--- config.mk ---
export PLATFORM = sky130hd
export DESIGN_NAME = ptick_timer
export DESIGN_NICKNAME = d
export VERILOG_FILES = /design/src/rtl/ptick_pkg.sv /design/src/rtl/ptick_counter.sv /design/src/rtl/ptick_tally.sv /design/src/rtl/ptick_irq.sv /design/src/rtl/ptick_regs.sv /design/src/rtl/ptick_timer.sv
export SDC_FILE = /design/constraint.sdc
export NUM_CORES = 1
export LEC_CHECK = 0
export ABC_AREA = 1
export ABC_CLOCK_PERIOD_IN_PS = 1370
export BUFFER_PORTS_ARGS = -buffer_cell sky130_fd_sc_hd__buf_2
export CORE_MARGIN = 5
export CORE_UTILIZATION = 51
export DETAILED_ROUTE_END_ITERATION = 8
export GPL_TIMING_DRIVEN = 0
export PLACE_DENSITY_LB_ADDON = 0.08
export SYNTH_ARGS = -nofsm -noshare
export SYNTH_HDL_FRONTEND = slang
export SYNTH_SLANG_ARGS = --single-unit
--- constraint.sdc ---
create_clock -name clk -period 1.37 [get_ports clk]
set_input_delay 0.0685 -clock clk [delete_from_list [all_inputs] [get_ports clk]]
set_output_delay 0.0685 -clock clk [all_outputs]
set_load 0.02 [all_outputs]
--- src/rtl/ptick_pkg.sv ---
package ptick_pkg;
  typedef enum logic [1:0] {
    REG_PRELOAD = 2'd0,
    REG_COUNT   = 2'd1,
    REG_CTRL    = 2'd2,
    REG_ICTL    = 2'd3
  } ptick_reg_e;

  localparam int CTRL_RUN_BIT   = 0;
  localparam int CTRL_TICK_BIT  = 1;
  localparam int CTRL_CLR_BIT   = 2;
  localparam int CTRL_TALLY_LSB = 4;
  localparam int ICTL_EN_BIT    = 3;
  localparam int ICTL_PEND_BIT  = 7;
endpackage

--- src/rtl/ptick_counter.sv ---
module ptick_counter #(
  parameter int CNT_W = 16
) (
  input  logic             clk,
  input  logic             rst,
  input  logic             step,
  input  logic [CNT_W-1:0] preload,
  output logic [CNT_W-1:0] count,
  output logic             wrap
);
  localparam logic [CNT_W-1:0] CNT_TOP = {CNT_W{1'b1}};

  // a step taken at the top value is a wrap
  assign wrap = step && (count == CNT_TOP);

  always_ff @(posedge clk) begin
    if (rst) begin
      count <= '0;
    end else if (step) begin
      if (count == CNT_TOP) count <= preload;
      else                  count <= count + 1'b1;
    end
  end
endmodule

--- src/rtl/ptick_tally.sv ---
module ptick_tally #(
  parameter int TALLY_W = 4
) (
  input  logic               clk,
  input  logic               rst,
  input  logic               inc,
  input  logic               clr,
  output logic [TALLY_W-1:0] tally
);
  localparam logic [TALLY_W-1:0] TALLY_MAX = {TALLY_W{1'b1}};

  always_ff @(posedge clk) begin
    if (rst || clr) begin
      tally <= '0;
    end else if (inc && (tally != TALLY_MAX)) begin
      tally <= tally + 1'b1;
    end
  end
endmodule

--- src/rtl/ptick_irq.sv ---
module ptick_irq #(
  parameter int LVL_W = 3
) (
  input  logic             clk,
  input  logic             rst,
  input  logic             set_pend,
  input  logic             clr_pend,
  input  logic             irq_en,
  input  logic [LVL_W-1:0] lvl,
  output logic             pending,
  output logic             irq_req,
  output logic [LVL_W-1:0] irq_level
);
  always_ff @(posedge clk) begin
    if (rst) begin
      pending <= 1'b0;
    end else if (set_pend) begin
      pending <= 1'b1;
    end else if (clr_pend) begin
      pending <= 1'b0;
    end
  end

  always_ff @(posedge clk) begin
    if (rst) begin
      irq_req   <= 1'b0;
      irq_level <= '0;
    end else begin
      irq_req   <= pending && irq_en;
      irq_level <= (pending && irq_en) ? lvl : '0;
    end
  end
endmodule

--- src/rtl/ptick_regs.sv ---
module ptick_regs
  import ptick_pkg::*;
#(
  parameter int CNT_W   = 16,
  parameter int TALLY_W = 4,
  parameter int LVL_W   = 3
) (
  input  logic               clk,
  input  logic               rst,
  input  logic               bus_wr,
  input  logic               bus_rd,
  input  logic [1:0]         bus_addr,
  input  logic [1:0]         bus_be,
  input  logic [CNT_W-1:0]   bus_wdata,
  input  logic [CNT_W-1:0]   count,
  input  logic [TALLY_W-1:0] tally,
  input  logic               pending,
  output logic [CNT_W-1:0]   preload,
  output logic               run_en,
  output logic               tick_en,
  output logic               clr_tally,
  output logic               irq_en,
  output logic [LVL_W-1:0]   irq_lvl,
  output logic               clr_pend,
  output logic [CNT_W-1:0]   bus_rdata
);
  localparam int LANES = CNT_W / 8;

  logic wr_pre, wr_ctrl, wr_ictl;
  logic [7:0] ctrl_view, ictl_view;

  assign wr_pre  = bus_wr && (bus_addr == REG_PRELOAD);
  assign wr_ctrl = bus_wr && (bus_addr == REG_CTRL)  && bus_be[0];
  assign wr_ictl = bus_wr && (bus_addr == REG_ICTL)  && bus_be[0];

  assign clr_tally = wr_ctrl && bus_wdata[CTRL_CLR_BIT];
  assign clr_pend  = wr_ictl && bus_wdata[ICTL_PEND_BIT];

  // preload register, one writable byte per lane
  for (genvar g = 0; g < LANES; g++) begin : g_lane
    always_ff @(posedge clk) begin
      if (rst) begin
        preload[g*8 +: 8] <= '0;
      end else if (wr_pre && bus_be[g]) begin
        preload[g*8 +: 8] <= bus_wdata[g*8 +: 8];
      end
    end
  end

  always_ff @(posedge clk) begin
    if (rst) begin
      run_en  <= 1'b0;
      tick_en <= 1'b0;
    end else if (wr_ctrl) begin
      run_en  <= bus_wdata[CTRL_RUN_BIT];
      tick_en <= bus_wdata[CTRL_TICK_BIT];
    end
  end

  always_ff @(posedge clk) begin
    if (rst) begin
      irq_en  <= 1'b0;
      irq_lvl <= '0;
    end else if (wr_ictl) begin
      irq_en  <= bus_wdata[ICTL_EN_BIT];
      irq_lvl <= bus_wdata[LVL_W-1:0];
    end
  end

  always_comb begin
    ctrl_view = '0;
    ctrl_view[CTRL_RUN_BIT]  = run_en;
    ctrl_view[CTRL_TICK_BIT] = tick_en;
    ctrl_view[CTRL_TALLY_LSB +: TALLY_W] = tally;
    ictl_view = '0;
    ictl_view[LVL_W-1:0]    = irq_lvl;
    ictl_view[ICTL_EN_BIT]  = irq_en;
    ictl_view[ICTL_PEND_BIT] = pending;
  end

  always_ff @(posedge clk) begin
    if (rst) begin
      bus_rdata <= '0;
    end else if (bus_rd) begin
      case (bus_addr)
        REG_PRELOAD: bus_rdata <= preload;
        REG_COUNT:   bus_rdata <= count;
        REG_CTRL:    bus_rdata <= {{(CNT_W-8){1'b0}}, ctrl_view};
        default:     bus_rdata <= {{(CNT_W-8){1'b0}}, ictl_view};
      endcase
    end
  end
endmodule

--- src/rtl/ptick_timer.sv ---
module ptick_timer #(
  parameter int CNT_W   = 16,
  parameter int TALLY_W = 4,
  parameter int LVL_W   = 3
) (
  input  logic             clk,
  input  logic             rst,
  input  logic             tick_stb,
  input  logic             bus_wr,
  input  logic             bus_rd,
  input  logic [1:0]       bus_addr,
  input  logic [1:0]       bus_be,
  input  logic [CNT_W-1:0] bus_wdata,
  output logic [CNT_W-1:0] bus_rdata,
  output logic             irq_req,
  output logic [LVL_W-1:0] irq_level
);
  logic [CNT_W-1:0]   cnt_val;
  logic [CNT_W-1:0]   pre_val;
  logic [TALLY_W-1:0] tally_val;
  logic               run_en, tick_en, clr_tally;
  logic               irq_en, clr_pend, pend_val;
  logic [LVL_W-1:0]   irq_lvl;
  logic               step, wrap_evt;

  assign step = tick_stb && run_en && tick_en;

  ptick_regs #(.CNT_W(CNT_W), .TALLY_W(TALLY_W), .LVL_W(LVL_W)) u_regs (
    .clk(clk), .rst(rst),
    .bus_wr(bus_wr), .bus_rd(bus_rd), .bus_addr(bus_addr),
    .bus_be(bus_be), .bus_wdata(bus_wdata),
    .count(cnt_val), .tally(tally_val), .pending(pend_val),
    .preload(pre_val), .run_en(run_en), .tick_en(tick_en),
    .clr_tally(clr_tally), .irq_en(irq_en), .irq_lvl(irq_lvl),
    .clr_pend(clr_pend), .bus_rdata(bus_rdata)
  );

  ptick_counter #(.CNT_W(CNT_W)) u_cnt (
    .clk(clk), .rst(rst), .step(step), .preload(pre_val),
    .count(cnt_val), .wrap(wrap_evt)
  );

  ptick_tally #(.TALLY_W(TALLY_W)) u_tally (
    .clk(clk), .rst(rst), .inc(wrap_evt), .clr(clr_tally), .tally(tally_val)
  );

  ptick_irq #(.LVL_W(LVL_W)) u_irq (
    .clk(clk), .rst(rst), .set_pend(wrap_evt), .clr_pend(clr_pend),
    .irq_en(irq_en), .lvl(irq_lvl), .pending(pend_val),
    .irq_req(irq_req), .irq_level(irq_level)
  );
endmodule

Word level (Yosys, flattened, before mapping)

Index checks and enable logic that the tools add are counted.

Bits of input ports: 25
Register bits after elaboration: 63

Muxes and demuxes: 4
Equal/unequal tests: 5
Bitwise logic cells: 1
Add/sub/neg operators: 2
Reduce and logical (&&, ||, !) cells: 18

Operators by type and width:

| cell                                                            | count |
|---|---|
| 16-bit one-hot mux with 3 select lines                          | 1 |
| 16-bit by 1-bit adder with 16-bit output, second input constant | 1 |
| 16-bit == test, second input constant                           | 1 |
| 16-bit two-way mux                                              | 1 |
| 1-bit logical AND                                               | 14 |
| 4-bit by 1-bit adder with 4-bit output, second input constant   | 1 |
| 2-bit == test, second input constant                            | 2 |
| 4-bit inequality test, second input constant                    | 1 |
| 2-bit by 1-bit == test with 1-bit output, second input constant | 1 |
| 2-bit logical NOT                                               | 1 |
| 1-bit two-way mux                                               | 2 |
| 2-bit nonzero test                                              | 1 |
| 2-bit OR reduction                                              | 1 |
| 1-bit logical OR                                                | 1 |
| 1-bit NOT                                                       | 1 |

Logic depth before layout (Yosys ltp)

Word-level depth: 6
Depth in mapped cells: 10
Mapped depth without buffers: 10

Modules after synthesis

From an unflattened synthesis, not the netlist that was laid out.

Cells, all modules: 472
Area, all modules: 3,203.1 sq um

Modules (own cells, without submodules):

| module        | area each (sq um) | instances | cells each |
|---|---|---|---|
| ptick_regs    | 1,679.1           | 1         | 233 |
| ptick_counter | 1,134.8           | 1         | 187 |
| ptick_tally   | 219.0             | 1         | 31 |
| ptick_irq     | 156.4             | 1         | 18 |
| ptick_timer   | 13.8              | 1         | 3 |

Least setup slack after synthesis

Ideal clock, no wire load.

Kind: register -> register
Start: reg u_cnt.count[1]
End: reg u_cnt.count[0]
Path slack: -31 ps
Data required time: 1,257 ps
Arrival time: 1,288 ps
Cell stages (with the launch flop): 10
Path through: dfxtp_1 -> ha_1 -> nand3_2 -> inv_2 -> nand2_4 -> nor2_8 -> buf_6 -> o21ai_1 -> o21ai_1 -> inv_1

Longest elaborated chain between the ends: 2

Ends and longest elaborated chain:

| element                | RTL line            | text |
|---|---|---|
| start, declared        | ptick_counter.sv:8  | `output logic [CNT_W-1:0] count,` |
| start signal, assigned | ptick_counter.sv:20 | `if (count == CNT_TOP) count <= preload;` |
| start signal, assigned | ptick_counter.sv:21 | `else count <= count + 1'b1;` |
| 16-bit == test         | ptick_counter.sv:20 |  |
| 16-bit two-way mux     | ptick_counter.sv:20 |  |

Every way passes these cells.
A chain may end at the register's enable or synchronous reset.

Worst setup path after layout

Start: reg u_cnt.count[1]
End: reg u_cnt.count[14]

Longest elaborated chain between the ends: 2
Elaborated cells between the ends (all ways): 3
Those cells by class: 1 x add/sub; 1 x eq/ne; 1 x mux

Ends and longest elaborated chain:

| element                                                                    | RTL line |
|---|---|
| 16-bit by 1-bit adder with 16-bit output or 16-bit == test (tied branches) | ptick_counter.sv:21, ptick_counter.sv:20 |
| 16-bit two-way mux *                                                       | ptick_counter.sv:20 |

Mark *: on every way between the ends. The rest lies on a longest branch, timed or not.

==> results by group <==
Run status
  • Status: finished with violations
  • Failing checks: negative setup slack

Critical path
  • Required time of the critical path: 1.59 ns
  • Max incr delay on CP: 0.36 ns
  • End of the worst register-to-register path: u_cnt.count[14]
  • CP Class: register to register
  • Worst path cell trace: ha_4 > nand3_4 > inv_4 > nand2_4 > nor2_8 > buf_6 > a21oi_2 > nand2_1 > a21oi_1
  • Crit path arrival time: 1.66 ns
  • Slowest-stage cell, CP: dfxtp_4
  • Worst R2R Path Depth: 9
  • Reg-to-reg critical path startpoint: u_cnt.count[1]
  • Crit end category: register
  • Critical path peak fanout: 5
  • R2r setup slk: -0.07 ns
  • Crit start category: register

Die
  • Vert. Die Dim: 87.5 um
  • Initial Utilization: 52.0%
  • Die area: 0.00765 mm2
  • Core area: 0.00589 mm2
  • Die Span X: 87.5 um
  • I/O pin total: 45
  • # rows: 28

Hold path
  • Hold depth: 3
  • Worst Hold Path EP: u_regs.preload[9]
  • Hold crit path type: primary input to register
  • Hold_sp: bus_wdata[9]

Logic synthesis
  • Synth warn: 0
  • Seq/Total Area, Yosys: 41.2%
  • Syn Nets: 466
  • Syn Std Cell Area: 0.00306 mm2
  • Yosys cell types: 33
  • Synth area leaders: dfxtp_1 41%, nand2_1 10%, o21ai_0 7.2%
  • Synthesis-stage register bit count: 63
  • Cell count after synthesis: 439
  • Post-synth top area cell: dfxtp_1
  • Syn Area/Cell: 6.97 um2
  • Synth top area share: 41.2%

Cells and area
  • Layout Cells excl Fill: 597
  • Reg area: 0.00129 mm2
  • Fillcell total: 532
  • Layout cell share with drive strength beyond 1: 27.2%
  • Post-Layout Inst Area: 0.00401 mm2
  • P&R area growth vs syn: 31.1%
  • Multi-input gate area: 0.00165 mm2
  • Nets@finish: 544
  • Final Util: 68.2%
  • ANT cells: 0

Routing
  • Router iterations before antenna repair: 5
  • Routed WL: 8830 um
  • Wirelength per Cell: 14.8 um
  • Post-DR vias/cell: 5.32
  • Number of remaining DRC errors: 0
  • DR vias: 3178
  • Antenna Violating Nets Remaining: 0
  • Initial DRC count: 144

Timing
  • Fin worst setup slack: -0.0747 ns
  • Setup-failing EPs final: 16
  • Worst-margin pin slew: 0.545 ns
  • Final Hold Viols: 0
  • Fin crit share: 105%
  • Setup Skew: 0.00940 ns
  • Headroom to the max-slew limit: 63.6%
  • Max-slew violation count: 0
  • Max Freq: 692 MHz
  • Fin crit period: 1.44 ns
  • RSZ-0062 raised after global routing: true

Pwr
  • VDD IR-drop max: 1.09 mV
  • Pleak: 1.73 nW
  • Part of the power in the clock network: 46.1%
  • Pwr/cell area: 1010 mW/mm2
  • P_sw: 0.000996 W
  • Sw frac: 24.6%
  • Logic gate share of total power: 7.2%
  • P_int: 0.00305 W
  • Sequential Power Share: 46.7%

Clock tree
  • Latest clock arrival within the worst-skew pair: 0.35 ns
  • Clk sinks: 63
  • TritonCTS clock tree: built
  • CTS root buf: clkbuf_8
  • Cts bufs inserted: 9
  • Clk slew on worst S/H paths: 0.08 ns
  • Htree depth: 3
  • Buffer levels on the longest clock path: 2

Global routing
  • Global-route wire length before repair: 14200 um
  • Total GRT Usage: 24.1%
  • Vias in the first global route: 3056
  • Initial antenna violation count: 0
  • Total gr overflow: 0
  • Largest net degree at the start of global routing: 13

Placement
  • Placed instance area: 0.00337 mm2
  • Cells after DPL: 556
  • IO buf count: 42
  • RePlAce Congestion: 0.905
  • Final HPWL DP: 6280 um

Run
  • Max Cap Viol: 0
sequential cells by signal (all words and copies together) (netlist names):
signal / flops
u_regs.irq_en: 1
u_irq.irq_level: 3
u_regs.preload: 16
u_irq.pending: 1
u_irq.irq_req: 1
u_tally.tally: 4
u_regs.run_en: 1
u_regs.tick_en: 1
u_regs.irq_lvl: 3
u_regs.bus_rdata: 16
u_cnt.count: 16
synth_stat cells (all sizes together):
cell / n
o21a: 1
o21ai: 47
nor3: 4
inv: 58
a31oi: 3
o221ai: 7
a211oi: 3
ha: 2
dfxtp: 63
nand4: 1
nand3: 34
xor2: 3
nand2: 91
nor2: 62
buf: 6
o211ai: 1
clkinv: 1
a31o: 1
clkbuf: 8
a41oi: 1
a21oi: 41
xnor2: 1
per-stage QoR:
step	hold WS, ns	total power, W	setup TNS (ns)	setup WS (ns)
floorplan	0.203	0.00209	0	0.0209
global placement	0.290	0.00219	-2.01	-0.162
detailed placement	0.297	0.00220	-2.21	-0.166
CTS	0.000196	0.00408	-0.866	-0.0923
global route	0.0227	0.00418	-1.61	-0.137
finish	0.00919	0.00405	-0.578	-0.0747
metal layers:
metal	global-route usage, %	part of all wire [%]	up-vias
li1	-	-	1591
met1	27.7	42	1467
met2	41.5	49	92
met3	4.16	5.1	28
met4	13.9	3.7	0
met5	0	0	-
power groups by stage:
stage / registers, W / clock network, W / logic (W)
global placement: 0.00194 / 0 / 0.000251
finish: 0.00189 / 0.00187 / 0.000293
detailed placement: 0.00194 / 0 / 0.000255
global route: 0.00189 / 0.00196 / 0.000324
CTS: 0.00189 / 0.00190 / 0.000288
floorplan: 0.00196 / 0 / 0.000126
worst max path at each step:
stage	slack, ns	to	startpoint	cells after the start
6_report	-0.07	u_cnt.count[14]	u_cnt.count[1]	9
5_1_grt	-0.14	u_tally.tally[0]	u_cnt.count[1]	9
4_1_cts	-0.09	u_cnt.count[14]	u_cnt.count[0]	9
3_5_place_dp	-0.17	u_cnt.count[14]	u_cnt.count[0]	9
3_3_place_gp	-0.16	u_cnt.count[14]	u_cnt.count[0]	9
2_1_floorplan	0.02	u_cnt.count[0]	u_cnt.count[0]	9
placed cells by master (no fill, tap or decap), types with 8 or more instances in the layout:
master         count
dfxtp_1           47
o21ai_0           40
dfxtp_2           11
nand3_1           28
dlygate4sd3_1     14
buf_2             46
clkbuf_1           8
a21oi_1           33
clkbuf_8          10
inv_1             54
nor2_1            51
nand2_1           78
nand2_2           10
buf_4             10
cell families (layout without fill, tap and decap cells):
logic type,after synthesis,in the layout,share of synthesized area [%]
and+or+nand+nor,192,192,28.2
AOI/OAI and AO/OA,105,105,19.1
buffers and inverters,73,156,9.56
DFF,63,63,41.2
xor gates and xnor gates,4,4,1.14
adders and majority gates,2,2,0.817
critical path: cells and delay by family, from the launching register on:
| family | cells | cell delay [ns] |
|---|---|---|
| fa+ha+maj | 1 | 0.15 |
| flops | 1 | 0.36 |
| simple gates | 4 | 0.42 |
| compound gates | 2 | 0.12 |
| buf+inv | 2 | 0.25 |
layout make-up:
class                           count  share of cell area, %
Multi-Input combinational cell    303                   41.2
Sequential cell                    63                   32.2
Timing Repair Buffer               67                   11.0
Inverter                           59                   5.86
Clock buffer                       10                   3.43
Tap cell                           75                   2.34
Clock inverter                      6                   2.28
Buffer                             14                   1.71
what timing repair did:
action,4_1_cts,5_1_grt
endpoints found under the setup margin,19,21
hold buffers,14,0
gates cloned,1,0
pin swaps,8,8
resized for setup,25,39
buffers inserted,7,3
hold endpoints to repair,15,0
Note: power is estimated with default switching activity, not from simulation.
